===== src/rtl/aesw_pkg.sv =====
package aesw_pkg;
  localparam int BLK_BYTES = 16;
  localparam int BLK_W     = BLK_BYTES * 8;
  localparam int CNT_W     = $clog2(BLK_BYTES + 1);

  localparam logic [7:0] CMD_RD     = 8'h00;
  localparam logic [7:0] CMD_WR     = 8'h40;
  localparam logic [7:0] ADR_STATUS = 8'h82;
  localparam logic [7:0] ADR_CTRL   = 8'h83;
  localparam logic [7:0] ADR_WIN    = 8'h84;
  localparam logic [7:0] ADR_MIRROR = ADR_WIN + 8'(BLK_BYTES);

  localparam logic [2:0] MODE_ECB = 3'd0;
  localparam logic [2:0] MODE_KEY = 3'd1;
  localparam logic [2:0] MODE_CBC = 3'd2;

  typedef enum logic [1:0] {PH_CMD, PH_ADDR, PH_DATA, PH_SKIP} phase_e;
endpackage


===== src/rtl/aesw_spi_phy.sv =====
module aesw_spi_phy #(
  parameter int SYNC_STAGES = 2
) (
  input  logic       clk,
  input  logic       rst_n,
  input  logic       spi_sclk,
  input  logic       spi_cs_n,
  input  logic       spi_mosi,
  input  logic       tx_load,
  input  logic [7:0] tx_byte,
  output logic       spi_miso,
  output logic       rx_valid,
  output logic [7:0] rx_byte,
  output logic       frame_start
);
  logic [SYNC_STAGES-1:0] sck_s, cs_s, mo_s;
  logic       sck_d, cs_d;
  logic       sck, cs, mo, rise, fall;
  logic [2:0] bitcnt;
  logic [7:0] rx_sh, tx_sh;

  assign sck = sck_s[SYNC_STAGES-1];
  assign cs  = cs_s[SYNC_STAGES-1];
  assign mo  = mo_s[SYNC_STAGES-1];
  assign rise = sck & ~sck_d & ~cs;
  assign fall = ~sck & sck_d & ~cs;
  assign frame_start = cs_d & ~cs;
  assign spi_miso = tx_sh[7];

  // Synchronise the SPI pins into the system clock domain
  always_ff @(posedge clk or negedge rst_n) begin
    if (!rst_n) begin
      sck_s <= '0;
      cs_s  <= '1;
      mo_s  <= '0;
      sck_d <= 1'b0;
      cs_d  <= 1'b1;
    end else begin
      sck_s <= {sck_s[SYNC_STAGES-2:0], spi_sclk};
      cs_s  <= {cs_s[SYNC_STAGES-2:0], spi_cs_n};
      mo_s  <= {mo_s[SYNC_STAGES-2:0], spi_mosi};
      sck_d <= sck;
      cs_d  <= cs;
    end
  end

  // Shift in on rising SCK; shift out on falling SCK, but not across a byte boundary
  always_ff @(posedge clk or negedge rst_n) begin
    if (!rst_n) begin
      bitcnt   <= '0;
      rx_sh    <= '0;
      tx_sh    <= '0;
      rx_valid <= 1'b0;
      rx_byte  <= '0;
    end else begin
      rx_valid <= 1'b0;
      if (cs) begin
        bitcnt <= '0;
        tx_sh  <= '0;
      end else begin
        if (rise) begin
          rx_sh  <= {rx_sh[6:0], mo};
          bitcnt <= bitcnt + 3'd1;
          if (bitcnt == 3'd7) begin
            rx_valid <= 1'b1;
            rx_byte  <= {rx_sh[6:0], mo};
          end
        end
        if (tx_load) tx_sh <= tx_byte;
        else if (fall && bitcnt != 3'd0) tx_sh <= {tx_sh[6:0], 1'b0};
      end
    end
  end

  a_r13_quiet_when_idle: assert property (@(posedge clk) disable iff (!rst_n)
    cs |=> !spi_miso);
  a_r2_byte_only_in_frame: assert property (@(posedge clk) disable iff (!rst_n)
    rx_valid |-> $past(!cs));
endmodule


===== src/rtl/aesw_core_stub.sv =====
module aesw_core_stub
  import aesw_pkg::*;
#(
  parameter int LATENCY = 1200
) (
  input  logic             clk,
  input  logic             rst_n,
  input  logic             start,
  input  logic             dir,
  input  logic [BLK_W-1:0] blk_in,
  input  logic [BLK_W-1:0] key,
  output logic             busy,
  output logic             done,
  output logic [BLK_W-1:0] result
);
  localparam int LW = $clog2(LATENCY + 1);
  logic [LW-1:0]    left;
  logic [BLK_W-1:0] pend;

  always_ff @(posedge clk or negedge rst_n) begin
    if (!rst_n) begin
      left   <= '0;
      pend   <= '0;
      busy   <= 1'b0;
      done   <= 1'b0;
      result <= '0;
    end else begin
      done <= 1'b0;
      if (start) begin
        pend <= blk_in ^ (dir ? ~key : key);
        left <= LW'(LATENCY);
        busy <= 1'b1;
      end else if (busy) begin
        if (left == LW'(1)) begin
          busy   <= 1'b0;
          done   <= 1'b1;
          result <= pend;
          left   <= '0;
        end else begin
          left <= left - LW'(1);
        end
      end
    end
  end

  a_r4_busy_after_start: assert property (@(posedge clk) disable iff (!rst_n)
    start |=> busy);
  a_r4_done_ends_run: assert property (@(posedge clk) disable iff (!rst_n)
    done |-> !busy && $past(busy));
endmodule


===== src/rtl/aesw_regs.sv =====
module aesw_regs
  import aesw_pkg::*;
(
  input  logic             clk,
  input  logic             rst_n,
  input  logic             frame_start,
  input  logic             rx_valid,
  input  logic [7:0]       rx_byte,
  input  logic             core_busy,
  input  logic             core_done,
  input  logic [BLK_W-1:0] core_result,
  output logic             tx_load,
  output logic [7:0]       tx_byte,
  output logic             core_start,
  output logic             core_dir,
  output logic [BLK_W-1:0] core_in,
  output logic [BLK_W-1:0] core_key
);
  phase_e           phase;
  logic             is_wr;
  logic [7:0]       addr;
  logic [2:0]       mode;
  logic             done, err;
  logic [CNT_W-1:0] cnt;
  logic [BLK_W-1:0] dbuf;
  logic [7:0]       win_off;
  logic             in_win, wr_stb, full;

  assign win_off = addr - ADR_WIN;
  assign in_win  = win_off < 8'(BLK_BYTES);
  assign wr_stb  = rx_valid && phase == PH_DATA && is_wr;
  assign full    = cnt == CNT_W'(BLK_BYTES);

  function automatic logic [7:0] rd_val(input logic [7:0] a);
    logic [7:0] off;
    off = a - ADR_WIN;
    if (a == ADR_STATUS) return {err, 6'b0, done};
    if (a == ADR_CTRL || a == ADR_MIRROR) return {1'b0, mode, core_dir, 3'b0};
    if (off < 8'(BLK_BYTES))
      return (mode == MODE_KEY) ? ~core_key[off[3:0]*8 +: 8] : core_result[off[3:0]*8 +: 8];
    return 8'h00;
  endfunction

  // Command/address decode and the byte returned on MISO
  always_ff @(posedge clk or negedge rst_n) begin
    if (!rst_n) begin
      phase   <= PH_CMD;
      is_wr   <= 1'b0;
      addr    <= '0;
      tx_load <= 1'b0;
      tx_byte <= '0;
    end else begin
      tx_load <= rx_valid;
      if (frame_start) phase <= PH_CMD;
      else if (rx_valid) begin
        tx_byte <= 8'h00;
        case (phase)
          PH_CMD: begin
            is_wr <= rx_byte == CMD_WR;
            phase <= (rx_byte == CMD_WR || rx_byte == CMD_RD) ? PH_ADDR : PH_SKIP;
          end
          PH_ADDR: begin
            addr  <= rx_byte;
            phase <= PH_DATA;
            if (!is_wr) tx_byte <= rd_val(rx_byte);
          end
          PH_DATA: begin
            addr    <= addr + 8'd1;
            tx_byte <= is_wr ? rd_val(addr) : rd_val(addr + 8'd1);
          end
          default: ;
        endcase
      end
    end
  end

  // Register writes, start requests and status
  always_ff @(posedge clk or negedge rst_n) begin
    if (!rst_n) begin
      mode       <= MODE_ECB;
      core_dir   <= 1'b0;
      done       <= 1'b0;
      err        <= 1'b0;
      cnt        <= '0;
      dbuf       <= '0;
      core_key   <= '0;
      core_in    <= '0;
      core_start <= 1'b0;
    end else begin
      core_start <= 1'b0;
      if (core_done) done <= 1'b1;
      if (wr_stb) begin
        if (addr == ADR_CTRL) begin
          mode     <= rx_byte[6:4];
          core_dir <= rx_byte[3];
          cnt      <= '0;
          if (core_busy) err <= 1'b1;
        end else if (in_win) begin
          if (mode == MODE_KEY) core_key[win_off[3:0]*8 +: 8] <= rx_byte;
          else                  dbuf[win_off[3:0]*8 +: 8]     <= rx_byte;
          if (!full) cnt <= cnt + CNT_W'(1);
        end else if (addr == ADR_MIRROR) begin
          mode     <= rx_byte[6:4];
          core_dir <= rx_byte[3];
          if (rx_byte[7]) begin
            if (full && !core_busy) begin
              core_in    <= (rx_byte[6:4] == MODE_CBC) ? (dbuf ^ core_result) : dbuf;
              core_start <= 1'b1;
              done       <= 1'b0;
              err        <= 1'b0;
              cnt        <= '0;
            end else begin
              err <= 1'b1;
            end
          end
        end
      end
    end
  end

  a_r12_start_clears_status: assert property (@(posedge clk) disable iff (!rst_n)
    core_start |-> !done && !err);
  a_r8_short_request_flags: assert property (@(posedge clk) disable iff (!rst_n)
    (wr_stb && addr == ADR_MIRROR && rx_byte[7] && !full) |=> err && !core_start);
  a_r9_rewrite_while_busy: assert property (@(posedge clk) disable iff (!rst_n)
    (wr_stb && addr == ADR_CTRL && core_busy) |=> err);
  a_r4_done_follows_core: assert property (@(posedge clk) disable iff (!rst_n)
    core_done |=> done);
  a_r3_addr_steps: assert property (@(posedge clk) disable iff (!rst_n)
    (rx_valid && phase == PH_DATA && !frame_start) |=> addr == $past(addr) + 8'd1);
endmodule


===== src/rtl/aesw_spi_slave.sv =====
module aesw_spi_slave
  import aesw_pkg::*;
#(
  parameter int LATENCY     = 1200,
  parameter int SYNC_STAGES = 2
) (
  input  logic clk,
  input  logic rst_n,
  input  logic spi_sclk,
  input  logic spi_cs_n,
  input  logic spi_mosi,
  output logic spi_miso
);
  logic             rx_valid, frame_start, tx_load;
  logic [7:0]       rx_byte, tx_byte;
  logic             core_start, core_dir, core_busy, core_done;
  logic [BLK_W-1:0] core_in, core_key, core_result;

  aesw_spi_phy #(.SYNC_STAGES(SYNC_STAGES)) u_phy (
    .clk(clk), .rst_n(rst_n),
    .spi_sclk(spi_sclk), .spi_cs_n(spi_cs_n), .spi_mosi(spi_mosi),
    .tx_load(tx_load), .tx_byte(tx_byte),
    .spi_miso(spi_miso), .rx_valid(rx_valid), .rx_byte(rx_byte),
    .frame_start(frame_start)
  );

  aesw_regs u_regs (
    .clk(clk), .rst_n(rst_n),
    .frame_start(frame_start), .rx_valid(rx_valid), .rx_byte(rx_byte),
    .core_busy(core_busy), .core_done(core_done), .core_result(core_result),
    .tx_load(tx_load), .tx_byte(tx_byte),
    .core_start(core_start), .core_dir(core_dir),
    .core_in(core_in), .core_key(core_key)
  );

  aesw_core_stub #(.LATENCY(LATENCY)) u_core (
    .clk(clk), .rst_n(rst_n),
    .start(core_start), .dir(core_dir), .blk_in(core_in), .key(core_key),
    .busy(core_busy), .done(core_done), .result(core_result)
  );
endmodule


===== config.mk =====
export PLATFORM = sky130hd
export DESIGN_NAME = aesw_spi_slave
export DESIGN_NICKNAME = d
export VERILOG_FILES = /design/src/rtl/aesw_pkg.sv /design/src/rtl/aesw_spi_phy.sv /design/src/rtl/aesw_core_stub.sv /design/src/rtl/aesw_regs.sv /design/src/rtl/aesw_spi_slave.sv
export SDC_FILE = /design/constraint.sdc
export NUM_CORES = 2
export LEC_CHECK = 0
export BUFFER_PORTS_ARGS = -buffer_cell sky130_fd_sc_hd__buf_2
export CORE_AREA = 3 3 363 365
export CTS_CLUSTER_SIZE = 20
export DETAILED_ROUTE_END_ITERATION = 8
export DIE_AREA = 0 0 366 368
export PLACE_DENSITY = 0.41
export SLEW_MARGIN = 10
export SYNTH_ARGS = -nofsm -noshare
export SYNTH_HDL_FRONTEND = slang
export SYNTH_SLANG_ARGS = --single-unit

===== constraint.sdc =====
create_clock -name clk -period 7.63 [get_ports clk]
set_input_delay 0.3815 -clock clk [delete_from_list [all_inputs] [get_ports clk]]
set_output_delay 0.3815 -clock clk [all_outputs]
set_load 0.02 [all_outputs]

==> run metrics <==
FF/Latch Area 18040 um2; VDD IR max 0.1365 mV; switching power share of the total 0.2245; Die ar. 134700 um2; Most Frequent Cell on Critical Path ha_1; Rows 132; final-stage net count 3557; Mean Syn Cell Area 10.73 um2; syn nets 3624; clk root buf clkbuf_16; cells on worst reg2reg path 9; max cap viols 0; FFs w/ async S/R, synth 1.000; die span in y 368 um; vias in the first global route 27060; Non-Filler Instances 5352; skew final 34.48 ps; crit path launch u_regs.addr[2]; Synth Register Bits 720; CP arrival 5560 ps; Cell Pwr Density 195.2 nW/um2; Internal Power 0.006601 W; Seq pwr share 0.453; worst slew pin tran 1099 ps; main flop type after synthesis dfrtp_1; ratio of cells with drive above 1 in the final layout 0.2024; CP Capture Type register; Top delay family on crit path simple AND/OR/NAND/NOR gates; first-pass GRT wire length 204700 um; worst endpoint required time 8140 ps; Initial Util 0.2987; P_leak 18.07 nW; Mapped Area 38580 um2; RSZ-0062 raised after global routing no; clock-pin transition on the worst setup and hold timing paths 70 ps; slew margin rel. 0.2671; max incr delay on CP 980 ps; clock network power share 0.535; slowest cell on the critical path ha_1; CP bufs+invs 2; via/cell ratio 5.136; Hold Path Origin u_phy.sck_s[0]; Crit Path Max Fanout 35; Detailed Route Iter0 Violations 2521; placed cells 5174; clk_lat worst skew 690 ps; Worst Setup EP u_regs.dbuf[2]; # H-tree levels 3; combinational share of power 0.013; global route overflow 0; Setup CP Type register to register; Cells after Synth 3596; deepest clock path buffer count 3; Vias 27490; R2R Path Start u_regs.addr[2]; gpl congestion 0.8918; largest net degree at the start of global routing 145; min Tclk post-route 5050 ps; FMAX 0.1980 GHz; Fin. Hold Viols 0; filler cell count 13110; Min-Delay Path Class register to register; final setup fails 0; core area 129200 um2; run status finished clean; Slew Viols, Final 0; Post-DRT Antenna Nets 0; Reg2Reg Setup Slack 2580 ps; Routed WL 139300 um; register area share after synthesis 0.4671; Setup TNS 0 ps; Design Power 0.008512 W; dpl hpwl 88610 um; Synth cell types 72; cts bufs inserted 91; post-CTS setup repair buffer count 0; Worst Setup Start Kind register; I/O Buffers 5; CP Cell Sequence buf_4, inv_1, ha_1, ha_1, or4_1, nor3_4, nand4_1, nand2_1, o21ai_0; EDFF count, synth 0; P_sw 0.001911 W; gr usage total 0.2061; footprint of the multi-input gates 19490 um2; Hold Slack 345.6 ps; CTS tree built; TritonCTS sink count 720; worst reg2reg endpoint u_regs.dbuf[2]; Final Cycle Share 0.6618; area grow syn2layout 13.03%; die width 366 um; # IOs 6; WL per Instance 26.02 um; synth warn 0; Worst path depth 9; initial antenna violation count 10; drt pass-1 iters 5; drt drc 0
## metrics by stage
step | worst slack (ps) | instance area, um2 | util
2_1_floorplan | 4092 | 38580 | -
3_3_place_gp | 2838 | 40440 | 0.3131
3_5_place_dp | 2680 | 40440 | 0.3131
4_1_cts | 2636 | 43600 | 0.3376
5_1_grt | 2311 | 43600 | 0.3376
6_report | 2580 | 43610 | 0.3377
## kinds of logic (layout without fill, tap and decap cells)
logic type                 after synthesis  in the layout  synth area share
other                                    0              4                 0
and+or+nand+nor                       1227           1227            0.1345
adders and majority gates               23             23          0.007459
AOI/OAI and AO/OA                      476            476           0.07018
buffers and inverters                  259            269           0.03097
DFF                                    720            720            0.4671
muxes                                  496            496            0.2002
xor gates and xnor gates               395            395           0.08967
## layout make-up
cell class                      count  area share
Tap cell                         1742     0.04998
Sequential cell                   720      0.4138
Antenna cell                        4   0.0002295
Multi-Input combinational cell   2617      0.4469
Clock buffer                      136     0.06263
Clock inverter                     34    0.008980
Inverter                           24    0.002123
Timing Repair Buffer               75     0.01538
## power groups by stage
stage / sequential [W] / clock, W / combinational (W)
after CTS: 0.00385 / 0.00469 / 0.000117
after detailed placement: 0.00392 / 0 / 0.000115
after global placement: 0.00392 / 0 / 0.000115
final: 0.00385 / 0.00455 / 0.000109
after floorplan: 0.00392 / 0 / 0.0000203
after global routing: 0.00385 / 0.00484 / 0.000127
## cells in the mapped netlist, drive strengths merged (50+ instances only)
cell	count	share of area
mux2	265	0.077
dfrtp	717	0.47
xor2	133	0.030
buf	95	0.015
xnor2	262	0.059
nand2	940	0.091
a21oi	50	0.0065
o21ai	325	0.042
nor2	73	0.0086
nand3	78	0.010
clkbuf	140	0.014
mux4	194	0.11
## cell usage in the layout (no fill, tap or decap), types with 13 or more instances in the layout
cell type,instances
buf_4,58
clkinv_2,19
nor3_1,16
nand3_1,76
clkbuf_8,20
mux2_2,265
dfrtp_1,710
clkbuf_16,95
and3_1,37
o21ai_1,127
xnor2_1,259
nand2_1,939
clkbuf_1,21
mux2i_1,37
inv_1,22
o21ai_0,196
a22oi_1,13
ha_1,22
mux4_2,194
and2_1,22
a21oi_1,50
nor2_1,57
xor2_1,131
## worst min path at each step
stage	end	slack, ps	cells after the start
after floorplan	u_core.busy	90	0
after global placement	u_phy.sck_s[1]	330	0
after detailed placement	u_phy.sck_s[1]	340	0
after CTS	u_phy.sck_s[0]	300	2
after global routing	u_phy.sck_s[0]	320	2
final	u_phy.sck_s[1]	350	0
## repair_timing
action | CTS | global route
hold buffers | 4 | 0
resized for setup | 0 | 0
setup endpoints to repair | 0 | 0
endpoints found under the hold margin | 94 | 0
## flip-flops by register name, summed over array words and instances (netlist names), 2 cells and up
signal           count
u_core.left         11
u_core.pend        128
u_core.result      128
u_phy.bitcnt         3
u_phy.cs_s           2
u_phy.mo_s           2
u_phy.rx_byte        8
u_phy.rx_sh          7
u_phy.sck_s          2
u_phy.tx_sh          8
u_regs.addr          8
u_regs.cnt           5
u_regs.core_in     128
u_regs.core_key    128
u_regs.dbuf        128
u_regs.mode          3
u_regs.phase         2
u_regs.tx_byte       8
## per-layer routing
layer | vias up | wire, um | track usage
li1 | 12360 | - | -
met1 | 14170 | 65790 | 0.2988
met2 | 759 | 61450 | 0.3119
met3 | 194 | 7592 | 0.03515
met4 | 4 | 4423 | 0.06778
met5 | - | 23 | 0
Note: power is estimated with default switching activity, not from simulation.
